===== config.mk =====
export PLATFORM = sky130hd
export DESIGN_NAME = read_stream_engine
export DESIGN_NICKNAME = d
export VERILOG_FILES = /design/src/rtl/read_stream_engine.sv
export SDC_FILE = /design/constraint.sdc
export NUM_CORES = 1
export LEC_CHECK = 0
export BUFFER_PORTS_ARGS = -buffer_cell sky130_fd_sc_hd__clkbuf_2
export CAP_MARGIN = 25
export CORE_MARGIN = 4
export CORE_UTILIZATION = 45
export CTS_BUF_LIST = sky130_fd_sc_hd__clkbuf_16
export CTS_CLUSTER_DIAMETER = 60
export DETAILED_ROUTE_END_ITERATION = 12
export PLACE_DENSITY_LB_ADDON = 0.3
export SLEW_MARGIN = 10
export SYNTH_ARGS = -nofsm -noshare
export SYNTH_HDL_FRONTEND = slang
export SYNTH_SLANG_ARGS = --single-unit

===== constraint.sdc =====
create_clock -name clk -period 2.5 [get_ports clk]
set_input_delay 0.125 -clock clk [delete_from_list [all_inputs] [get_ports clk]]
set_output_delay 0.125 -clock clk [all_outputs]
set_load 0.03 [all_outputs]

===== src/rtl/read_stream_engine.sv =====
module read_stream_engine #(
  parameter int ADDR_BITS  = 24,
  parameter int ARRAY_BITS = 17,
  parameter int DATA_BITS  = 8
) (
  input  logic                  clk,
  input  logic                  rst_n,
  input  logic                  sclk,
  input  logic                  cs_n,
  input  logic                  mosi,
  input  logic                  rd_cmd,
  input  logic                  busy,
  output logic                  so_data,
  output logic                  so_en,
  output logic                  mem_en,
  output logic [ARRAY_BITS-1:0] mem_addr,
  input  logic [DATA_BITS-1:0]  mem_rdata
);
  localparam int ACW = $clog2(ADDR_BITS + 1);
  localparam int BCW = $clog2(DATA_BITS);

  typedef enum logic [1:0] {S_IDLE, S_ADDR, S_DATA, S_REJ} st_t;

  st_t                  st;
  logic                 sclk_q;
  logic [ACW-1:0]       acnt;
  logic [ARRAY_BITS-1:0] ashift;
  logic [BCW-1:0]       bcnt;
  logic [DATA_BITS-1:0] sh;
  logic [DATA_BITS-1:0] nxt;
  logic                 nxt_ok;
  logic                 en_q;
  logic                 q;

  wire rise = sclk & ~sclk_q;
  wire fall = ~sclk & sclk_q;
  wire [ARRAY_BITS-1:0] afull = {ashift[ARRAY_BITS-2:0], mosi};

  always_ff @(posedge clk) begin
    if (!rst_n) begin
      st       <= S_IDLE;
      sclk_q   <= 1'b0;
      acnt     <= '0;
      ashift   <= '0;
      bcnt     <= '0;
      sh       <= '0;
      nxt      <= '0;
      nxt_ok   <= 1'b0;
      en_q     <= 1'b0;
      q        <= 1'b0;
      mem_en   <= 1'b0;
      mem_addr <= '0;
    end else begin
      sclk_q <= sclk;
      mem_en <= 1'b0;
      en_q   <= mem_en;
      if (en_q) begin
        nxt    <= mem_rdata;
        nxt_ok <= 1'b1;
      end
      if (cs_n) begin
        st <= S_IDLE;
      end else begin
        case (st)
          S_IDLE: if (rd_cmd) begin
            st   <= busy ? S_REJ : S_ADDR;
            acnt <= '0;
            bcnt <= '0;
            q    <= 1'b0;
          end
          S_ADDR: if (rise) begin
            ashift <= afull;
            acnt   <= acnt + 1'b1;
            if (acnt == ACW'(ADDR_BITS - 1)) begin
              mem_addr <= afull;
              mem_en   <= 1'b1;
              nxt_ok   <= 1'b0;
              st       <= S_DATA;
            end
          end
          S_DATA: if (fall) begin
            if (bcnt == '0) begin
              if (nxt_ok) begin
                q        <= nxt[DATA_BITS-1];
                sh       <= nxt << 1;
                nxt_ok   <= 1'b0;
                mem_addr <= mem_addr + 1'b1;
                mem_en   <= 1'b1;
                bcnt     <= BCW'(1);
              end
            end else begin
              q    <= sh[DATA_BITS-1];
              sh   <= sh << 1;
              bcnt <= (bcnt == BCW'(DATA_BITS - 1)) ? '0 : bcnt + 1'b1;
            end
          end
          default: ;
        endcase
      end
    end
  end

  assign so_en   = (st == S_DATA) & ~cs_n;
  assign so_data = q;
endmodule


==> key figures, run 1 <==
STA
  • Worst hold slack: roughly 0.032 ns
  • Final worst slack: 0.293 ns
  • Setup violations, final: 0
  • Slew HR: 0.526
  • Slew Limit Fails: 0
  • Setup TNS: 0 ns
  • Max Clock Freq: 453 MHz
  • Final hold vios: 0
  • Fin crit share: 0.883
  • Slew of the pin with the lowest slew margin: slightly above 0.7 ns
  • RSZ-0062 raised after global routing: false
  • Min Clock Period, post-route: 2.21 ns
  • Setup Skew: between 0.006 and 0.007 ns

Synthesis
  • Compound-Gate Fraction of Synth Area: 0.223
  • Adder-cell share of the synthesized area: 0.0328
  • Synthesis-stage register bit count: 63
  • Largest family of logic cells by synthesized area: simple AND/OR/NAND/NOR gates
  • Async SR Flop Fraction: 0
  • Syn Nets: 398
  • Sequential share of the synthesized area: 0.414
  • Area leader, netlist: dfxtp_1
  • Ys Warns: 0
  • Post-synth EDFFs: 0
  • Most common cell in the synthesized netlist: nand2_1
  • Synth area leaders: dfxtp_1 41%, nand2_1 9.0%, a21oi_1 6.9%, nor2_1 4.1%, ha_1 3.3%
  • Post-Synth Simple-Gate Area: 0.237
  • Post-synth top cells: 73 x nand2_1, 63 x dfxtp_1, 42 x a21oi_1, 33 x nor2_1, 14 x clkbuf_1
  • Synthesized instance count: 375
  • Post-synthesis mux area share: 0.0365
  • Synth top area share: 0.414
  • Mapped Area: 3050 um2
  • XOR/XNOR Fraction of Synth Area: 0.00862
  • Mapped Avg Cell Area: 8.13 um2
  • Synth unique cells: 56
  • Ys flop type: dfxtp_1

Floorplanning
  • Area of the core: between 6000 and 7000 um2
  • Die Width: ~90 um
  • Die height: 90.3 um
  • Num ports: 35
  • Num rows: 29
  • Initial core utilization: 0.472
  • Die footprint: just over 8000 um2

Clock network
  • Htree depth: 3
  • CTS Sinks: 63
  • Post-CTS Setup Bufs: 0
  • PostCTS Resize Cnt: 0
  • CTS clock-pin slew for the worst setup and hold paths: approximately 0.050 ns
  • Hold Buf Count CTS: 0
  • TritonCTS Buffers: 9
  • CTS tree: yes
  • CTS Buffer Depth: 2
  • CTS root buf: clkbuf_16
  • Clk_lat worst skew: around 0.32 ns

Setup path
  • CP endpoint kind: flop
  • R2R depth: 7
  • Flop-to-flop setup slack: roughly 0.3 ns
  • Crit Reg-Reg Endpoint: acnt[0]
  • Crit path kind: flop to flop
  • Required time of the critical path: ~2.8 ns
  • Worst r2r src: st[1]
  • Critical path peak fanout: 18
  • Data arrival time of the critical path: about 2.5 ns
  • Crit path launch type: flop

GRT
  • Largest net degree at the start of global routing: between 50 and 60
  • Busiest metal layer after global routing: met2
  • First-pass GRT wire length: ~12 mm
  • Global-route met1 utilization: 0.224
  • Total GRT Usage: 0.183
  • Initial antenna violation count: 0
  • Met3 GRT Util: 0.0583
  • Met2 usage: 0.306
  • Vias in the first global route: ~2700
  • GRT overflow: 0

Power
  • Total power: about 2.4 mW
  • Maximum vdd drop: between 500 and 600 uV
  • P_leak: between 1 and 1.5 nW
  • PD cells: approximately 660 nW/um2

Placed design
  • Pre-CTS worst setup slack: around 0.35 ns
  • Hpwl dp: roughly 4.8 mm
  • IO Port Bufs: 34
  • Routability cong.: between 0.8 and 0.9

Hold path
  • Hold_sp: mem_rdata[2]
  • Min-Delay Path Class: primary input to flop
  • Worst Hold End: nxt[2]
  • Hold depth: 3

Detailed routing
  • Drt drc: 0
  • WL final: between 7 and 8 mm
  • Post-DRT Antenna Nets: 0
  • Per-cell routed wire length: around 15 um
  • Via-to-Cell Ratio: 5.64
  • Pre-antenna DRT Iters: 4
  • DR vias: 2752
  • Initial DRC Count: ~190

Layout
  • Sequential standard cell area: between 1000 and 1500 um2
  • Layout net count: between 400 and 500
  • Final-layout fill cell count: 595
  • Area growth syn-to-layout: 16.8%
  • Share of layout cells above drive strength 1: 0.168
  • Footprint of the multi-input gates: roughly 1600 um2
  • Antenna cells: 0
  • Core Util, Final: 0.551

Run
  • Total of max-cap violations: 0

Status
  • Status: completed
[routing by layer]
layer	up-vias	wire length (um)
met5	-	0
met4	0	99
met3	9	299
met2	58	3380
met1	1291	3330
li1	1394	-
[report_power, final]
group	switching [mW]	internal (mW)	total [mW]	leakage, nW
registers	0.00939	1.01	1.02	0.508
clock network	0.416	0.752	1.17	0.143
logic	0.107	0.0532	0.160	0.641
total	0.532	1.82	2.35	1.29
[worst max-delay path by stage]
stage	slack, ns	cells after the start	start	end
after floorplan	0.58	6	mem_addr[0]	mem_addr[13]
after global placement	0.38	7	st[1]	acnt[0]
after detailed placement	0.35	7	st[1]	acnt[0]
after CTS	0.33	7	st[1]	acnt[0]
after global routing	0.11	7	bcnt[0]	mem_addr[7]
final	0.29	7	st[1]	acnt[0]
[worst max-delay path, stage by stage, from the launching register on]
cell,delay [ns]
dfxtp_1,0.33
inv_1,0.08
ha_1,0.41
inv_1,0.22
or3_1,0.70
nor3_1,0.27
a21oi_1,0.06
nor2_1,0.08
[cells by family after synthesis]
kind of cell | after synthesis
flip-flops | 63
adder cells (fa/ha/maj) | 8
AND/OR/NAND/NOR | 155
buffers and inverters | 34
multiplexers | 11
XOR/XNOR | 3
AO/OA/AOI/OAI | 101
[cell usage in the layout (no fill, tap or decap), drive strengths merged, types with 3 or more instances in the layout]
cell / count
o21ai: 12
a21oi: 42
a311oi: 7
nor3: 6
dfxtp: 63
ha: 8
xor2: 3
nor2: 33
nand4: 7
mux2i: 10
nand2b: 5
o32ai: 5
clkbuf: 43
a211oi: 6
buf: 10
nand3: 11
nor2b: 4
and3: 3
nand2: 74
clkinv: 5
inv: 11
o22ai: 3
o31a: 3
[registers in the layout, summed over array words and instances (netlist names)]
register  count
sclk_q        1
mem_en        1
mem_addr     17
sh            7
nxt_ok        1
bcnt          3
acnt          5
en_q          1
so_data       1
st            2
ashift       16
nxt           8
[layout make-up]
class                   count  share of cell area
multi-input cells         278               0.460
flip-flops and latches     63               0.354
repair buffers             44              0.0689
clock buffers               9              0.0633
well taps                  77              0.0271
clock inverters             7              0.0155
inverters                  10              0.0105
[metrics by stage]
step / cell area [um2] / std cells
3_3_place_gp: 3280 / 472
3_5_place_dp: 3280 / 472
5_1_grt: 3560 / 488
2_1_floorplan: 3050 / 375
6_report: 3560 / 488
4_1_cts: 3560 / 488
Power figures use the tool's default switching activity.
==> inputs of run 2 (changes only) <==
==> constraint.sdc (replaced) <==
create_clock -name clk -period 1.8 [get_ports clk]
set_input_delay 0.09 -clock clk [delete_from_list [all_inputs] [get_ports clk]]
set_output_delay 0.09 -clock clk [all_outputs]
set_load 0.03 [all_outputs]
==> run 2 against run 1 <==
  * Hold slack worse by 0.028 ns
  * Core utilization up 8.3 points
  * Power grew 43%
  * Routed wire length is 17% higher
  * Global-route usage grew 1.9 points
  * Clock power grew 40%
  * Critical path depth fell by 2
  * Non-clock buffer count is 41 higher
  * Design area is 15% higher
  * Cell count grew 8.6%
  * Die area unchanged
  * Critical endpoint is now mem_addr[5]
  * Largest power group unchanged
==> key figures, run 2 (synthesis gave the netlist of run 1 again) <==
Setup path
  • R2R depth: 5
  • Crit path launch type: flop
  • CP delay by family, top: compound AO/OA/AOI/OAI gates
  • Critical path's slowest cell: a221o_1
  • Buf/Inv on CP: 2
  • Data arrival time of the critical path: between 1.5 and 2 ns
  • Crit path kind: flop to flop
  • Crit-path cells: inv_1 > ha_4 > buf_4 > a221o_1 > o32ai_1
  • Crit-path max cell delay: between 0.4 and 0.5 ns
  • Instance count on the critical path: 5
  • Flop-to-flop setup slack: 0.05 ns
  • CP endpoint kind: flop
  • Required time of the critical path: ~2.0 ns
  • Critical path peak fanout: 7

Status
  • Status: completed

Clock network
  • CTS clock-pin slew for the worst setup and hold paths: approximately 0.050 ns
  • CTS tree: yes
  • TritonCTS Buffers: 9
  • CTS Sinks: 63
  • CTS Buffer Depth: 2
  • Htree depth: 3
  • CTS root buf: clkbuf_16
  • Clk_lat worst skew: ~0.33 ns

STA
  • Setup violations, final: 0
  • Slew Limit Fails: 0
  • RSZ-0062 raised after global routing: true
  • Slew HR: 0.668
  • Setup Skew: between 0.008 and 0.009 ns
  • Min Clock Period, post-route: about 1.7 ns
  • Setup TNS: 0 ns
  • Max Clock Freq: 572 MHz
  • Final hold vios: 0
  • Slew of the pin with the lowest slew margin: around 0.5 ns
  • Fin crit share: 0.971

Detailed routing
  • Drt drc: 0
  • Post-DRT Antenna Nets: 0
  • Initial DRC Count: slightly above 200
  • Pre-antenna DRT Iters: 4
  • DR vias: 3020
  • Via-to-Cell Ratio: ~5.7
  • Per-cell routed wire length: 15.7 um
  • WL final: around 8.3 mm

Layout
  • Footprint of the multi-input gates: 1800 um2
  • Largest register FFs: 17
  • Non-filler cells, final: 530
  • Final-layout fill cell count: between 500 and 600
  • Most frequent cells in the layout: 73 x nand2_1, 49 x dfxtp_1, 43 x buf_4
  • Top flop regs: mem_addr (17), ashift (16), nxt (8)
  • Antenna cells: 0
  • Layout net count: roughly 470
  • Sequential standard cell area: 1280 um2
  • Fin area: ~4000 um2
  • Share of layout cells above drive strength 1: 0.320
  • Core Util, Final: 0.634
  • Most common cell after layout, fill and taps aside: nand2_1
  • Area growth syn-to-layout: 34.4%
  • Most flops, register: mem_addr

Placed design
  • Placed inst area: 3500 um2
  • Routability cong.: 0.860
  • IO Port Bufs: 34
  • Hpwl dp: approximately 5.2 mm
  • # placed instances: 499

GRT
  • Vias in the first global route: between 2000 and 3000
  • First-pass GRT wire length: between 10 and 15 mm
  • Largest net degree at the start of global routing: 31
  • GRT overflow: 0
  • Initial antenna violation count: 0
  • Total GRT Usage: 0.203

Run
  • Total of max-cap violations: 0

Floorplanning
  • Num ports: 35
  • Area of the core: roughly 6500 um2
  • Initial core utilization: 0.472
  • Die Width: 90.3 um
  • Die height: roughly 90 um
  • Die footprint: ~8000 um2
  • Num rows: 29

Power
  • P_leak: about 1.5 nW
  • Maximum vdd drop: a little over 500 uV
  • PD cells: around 820 nW/um2

Hold path
  • Min-Delay Path Class: primary input to flop
  • Hold depth: 3
[run 2: changes by cell type in the layout (fill, tap and decap cells not counted), sizes merged]
| cell | before | now |
|---|---|---|
| a221o | 1 | 2 |
| buf | 10 | 47 |
| clkbuf | 43 | 44 |
| dlygate4sd3 | 0 | 3 |
[run 2: power breakdown]
part | switching, mW | total [mW] | internal (mW)
logic | 0.176 | 0.306 | 0.130
registers | 0.0158 | 1.42 | 1.41
clock network | 0.593 | 1.64 | 1.04
[run 2: layer usage]
metal  vias to the layer above  wire [um]  track usage
li1                       1493          -            -
met1                      1430       3670        0.258
met2                        77       4060        0.325
met3                        20        386       0.0350
met4                         0        212        0.112
met5                         -          0            0
[run 2: worst min-delay path, cell delays in order]
cell and delay, ns:
clkbuf_2 0.07, mux2i_1 0.05, nor2_1 0.07
[run 2: path summary, 6_finish.rpt]
path	from	to
max	st[1]	mem_addr[5]
min	mem_rdata[3]	nxt[3]
max reg2reg	st[1]	mem_addr[5]
min reg2reg	nxt[0]	sh[1]
[run 2: final cells by class]
type / count / area share
clock inverter: 7 / 0.0134
inverter: 10 / 0.00917
multi-input combinational: 279 / 0.440
sequential: 63 / 0.313
tap: 77 / 0.0235
timing repair buffer: 85 / 0.146
clock buffer: 9 / 0.0550
[run 2: what timing repair did]
item                       in CTS  in global routing
gates resized for setup        11                 35
hold endpoints to repair        3                  0
hold buffers                    3                  0
cloned                          1                  2
pin swaps                       3                 10
setup buffers                   2                  7
setup endpoints to repair      20                 47
[run 2: through the flow]
stage               hold WS, ns  total power, mW  setup slack (ns)
global route             0.0373             3.48           -0.0174
finish                  0.00415             3.37            0.0517
floorplan                 0.212             1.60           -0.0203
detailed placement        0.337             1.70            -0.174
CTS                     0.00102             3.36           0.00123
global placement          0.326             1.69            -0.101
==> inputs of run 3 (changes only) <==
--- a/config.mk
+++ b/config.mk
@@ -12,7 +12,7 @@
 export CTS_BUF_LIST = sky130_fd_sc_hd__clkbuf_16
 export CTS_CLUSTER_DIAMETER = 60
 export DETAILED_ROUTE_END_ITERATION = 12
-export PLACE_DENSITY_LB_ADDON = 0.3
+export PLACE_DENSITY = 0.78
 export SLEW_MARGIN = 10
 export SYNTH_ARGS = -nofsm -noshare
 export SYNTH_HDL_FRONTEND = slang
==> constraint.sdc (replaced) <==
create_clock -name clk -period 1.55 [get_ports clk]
set_input_delay 0.0775 -clock clk [delete_from_list [all_inputs] [get_ports clk]]
set_output_delay 0.0775 -clock clk [all_outputs]
set_load 0.03 [all_outputs]
==> run 3 against run 2 <==
  * Worst setup slack worse by 0.35 ns
  * Sequential share of layout area down 5.0 points
  * Critical path depth grew 2
  * Hold slack got worse by 0.015 ns
  * Fmax fell by 5.5%
  * The flow now finishes with violations (negative hold slack, negative setup slack)
  * Via count up 18%
  * Non-clock buffer count rose by 41
  * Clock skew is essentially flat
  * Combinational power is 72% higher
==> key figures, run 3 (synthesis gave the netlist of run 1 again) <==
GRT
  • Largest net degree at the start of global routing: 38
  • Vias in the first global route: between 3000 and 4000
  • GRT overflow: 0
  • Total GRT Usage: 0.241
  • First-pass GRT wire length: approximately 16 mm
  • Initial antenna violation count: 0

Floorplanning
  • Die Width: ~90 um
  • Die height: 90.3 um
  • Initial core utilization: 0.472
  • Num ports: 35
  • Area of the core: 6460 um2
  • Die footprint: 8150 um2
  • Num rows: 29

Setup path
  • CP endpoint kind: flop
  • Data arrival time of the critical path: around 2.1 ns
  • Worst Setup SP: bcnt[0]
  • Worst r2r src: bcnt[0]
  • Required time of the critical path: 1.77 ns
  • Crit path kind: flop to flop
  • Critical path peak fanout: 14
  • Crit path launch type: flop

Layout
  • Most frequent cells in the layout: 70 x buf_4, 54 x nand2_1, 46 x dfxtp_1
  • Final-layout fill cell count: 389
  • Most flops, register: mem_addr
  • Antenna cells: 0
  • Fin area: between 4000 and 5000 um2
  • Most common cell after layout, fill and taps aside: buf_4
  • Share of layout cells above drive strength 1: 0.546
  • Top flop regs: mem_addr (17), ashift (16), nxt (8)
  • Area growth syn-to-layout: 63.6%
  • Layout net count: between 500 and 600
  • Largest register FFs: 17

STA
  • Max Clock Freq: approximately 540 MHz
  • Setup Skew: between 0.008 and 0.009 ns
  • Slew HR: 0.659
  • Fin crit share: 1.19
  • Slew of the pin with the lowest slew margin: 0.511 ns
  • Final worst slack: -0.300 ns
  • Slew Limit Fails: 0
  • RSZ-0062 raised after global routing: true
  • Setup violations, final: 48
  • Final hold vios: 1
  • Worst hold slack: -0.0113 ns
  • Min Clock Period, post-route: 1.85 ns
  • Setup TNS: -6.07 ns

Placed design
  • IO Port Bufs: 34
  • Routability cong.: 0.874
  • Placed inst area: 3870 um2
  • Pre-CTS worst setup slack: -0.294 ns
  • Hpwl dp: between 5 and 6 mm

Clock network
  • Clk_lat worst skew: 0.34 ns
  • TritonCTS Buffers: 9
  • CTS Buffer Depth: 2
  • CTS clock-pin slew for the worst setup and hold paths: around 0.05 ns
  • Htree depth: 3
  • CTS tree: yes
  • CTS root buf: clkbuf_16
  • CTS Sinks: 63

Detailed routing
  • Via-to-Cell Ratio: ~6.2
  • WL final: approximately 12 mm
  • Initial DRC Count: 323
  • Post-DRT Antenna Nets: 0
  • Pre-antenna DRT Iters: 5
  • Per-cell routed wire length: approximately 21 um
  • DR vias: 3561
  • Drt drc: 0

Status
  • Failing checks: negative hold slack, negative setup slack
  • Status: finished, violations left

Power
  • PD cells: 870 nW/um2
  • P_leak: roughly 1.9 nW
  • Maximum vdd drop: 742 uV

Run
  • Total of max-cap violations: 0

Hold path
  • Hold_sp: mem_rdata[0]
  • Min-Delay Path Class: primary input to flop
==> run 3: changes by cell type in the layout (fill, tap and decap cells not counted), sizes merged <==
cell,change
dlygate4sd3,+4
clkinv,-2
bufinv,+1
a221o,-1
buf,+38
clkinvlp,+1
clkbuf,-1
==> run 3: final cells by class <==
cell class	instances	area, um2	share of cell area
Multi-Input combinational cell	278	2230	0.447
Sequential cell	63	1310	0.263
Timing Repair Buffer	126	990	0.198
Clock buffer	9	225	0.0452
Tap cell	77	96.3	0.0193
Clock inverter	7	86.3	0.0173
Inverter	10	51.3	0.0103
==> run 3: worst paths after layout <==
check | end | slack [ns] | cells after the start
min | nxt[0] | -0.01 | 3
min reg2reg | ashift[4] | 0.48 | 2
max | mem_addr[10] | -0.30 | 7
max reg2reg | mem_addr[10] | -0.30 | 7
==> run 3: power by group <==
| part | leakage, nW | switching, mW | internal (mW) |
|---|---|---|---|
| sequential | 0.520 | 0.0168 | 1.62 |
| combinational | 1.22 | 0.300 | 0.227 |
| clock | 0.157 | 0.776 | 1.40 |
==> run 3: per-layer routing <==
metal	GRT usage	wire length (um)
met1	0.276	4480
met2	0.413	5930
met3	0.0608	1010
met4	0.129	819
met5	0	0
==> run 3: worst max-delay path, stage by stage, from the launching register on <==
cell,delay (ns)
dfxtp_2,0.32
inv_2,0.07
ha_4,0.13
nor2b_4,0.18
nand3_4,0.15
a221o_1,0.42
buf_12,0.19
o221a_2,0.27
==> run 3: what timing repair did <==
item                                    4_1_cts  5_1_grt
resized for setup                            38       95
hold buffers                                  7        0
setup buffers                                14       12
endpoints found under the setup margin       36       50
gates cloned                                  1        2
endpoints found under the hold margin         7        0
pin swaps                                    15       44
==> run 3: metrics by stage <==
step	power (mW)	hold WS [ns]	cells	utilization
4_1_cts	4.20	0.0000283	561	0.704
2_1_floorplan	1.87	0.199	375	-
3_3_place_gp	2.01	0.313	523	0.599
6_report	4.34	-0.0113	570	0.772
5_1_grt	4.43	0.0384	570	0.772
3_5_place_dp	2.01	0.322	523	0.599
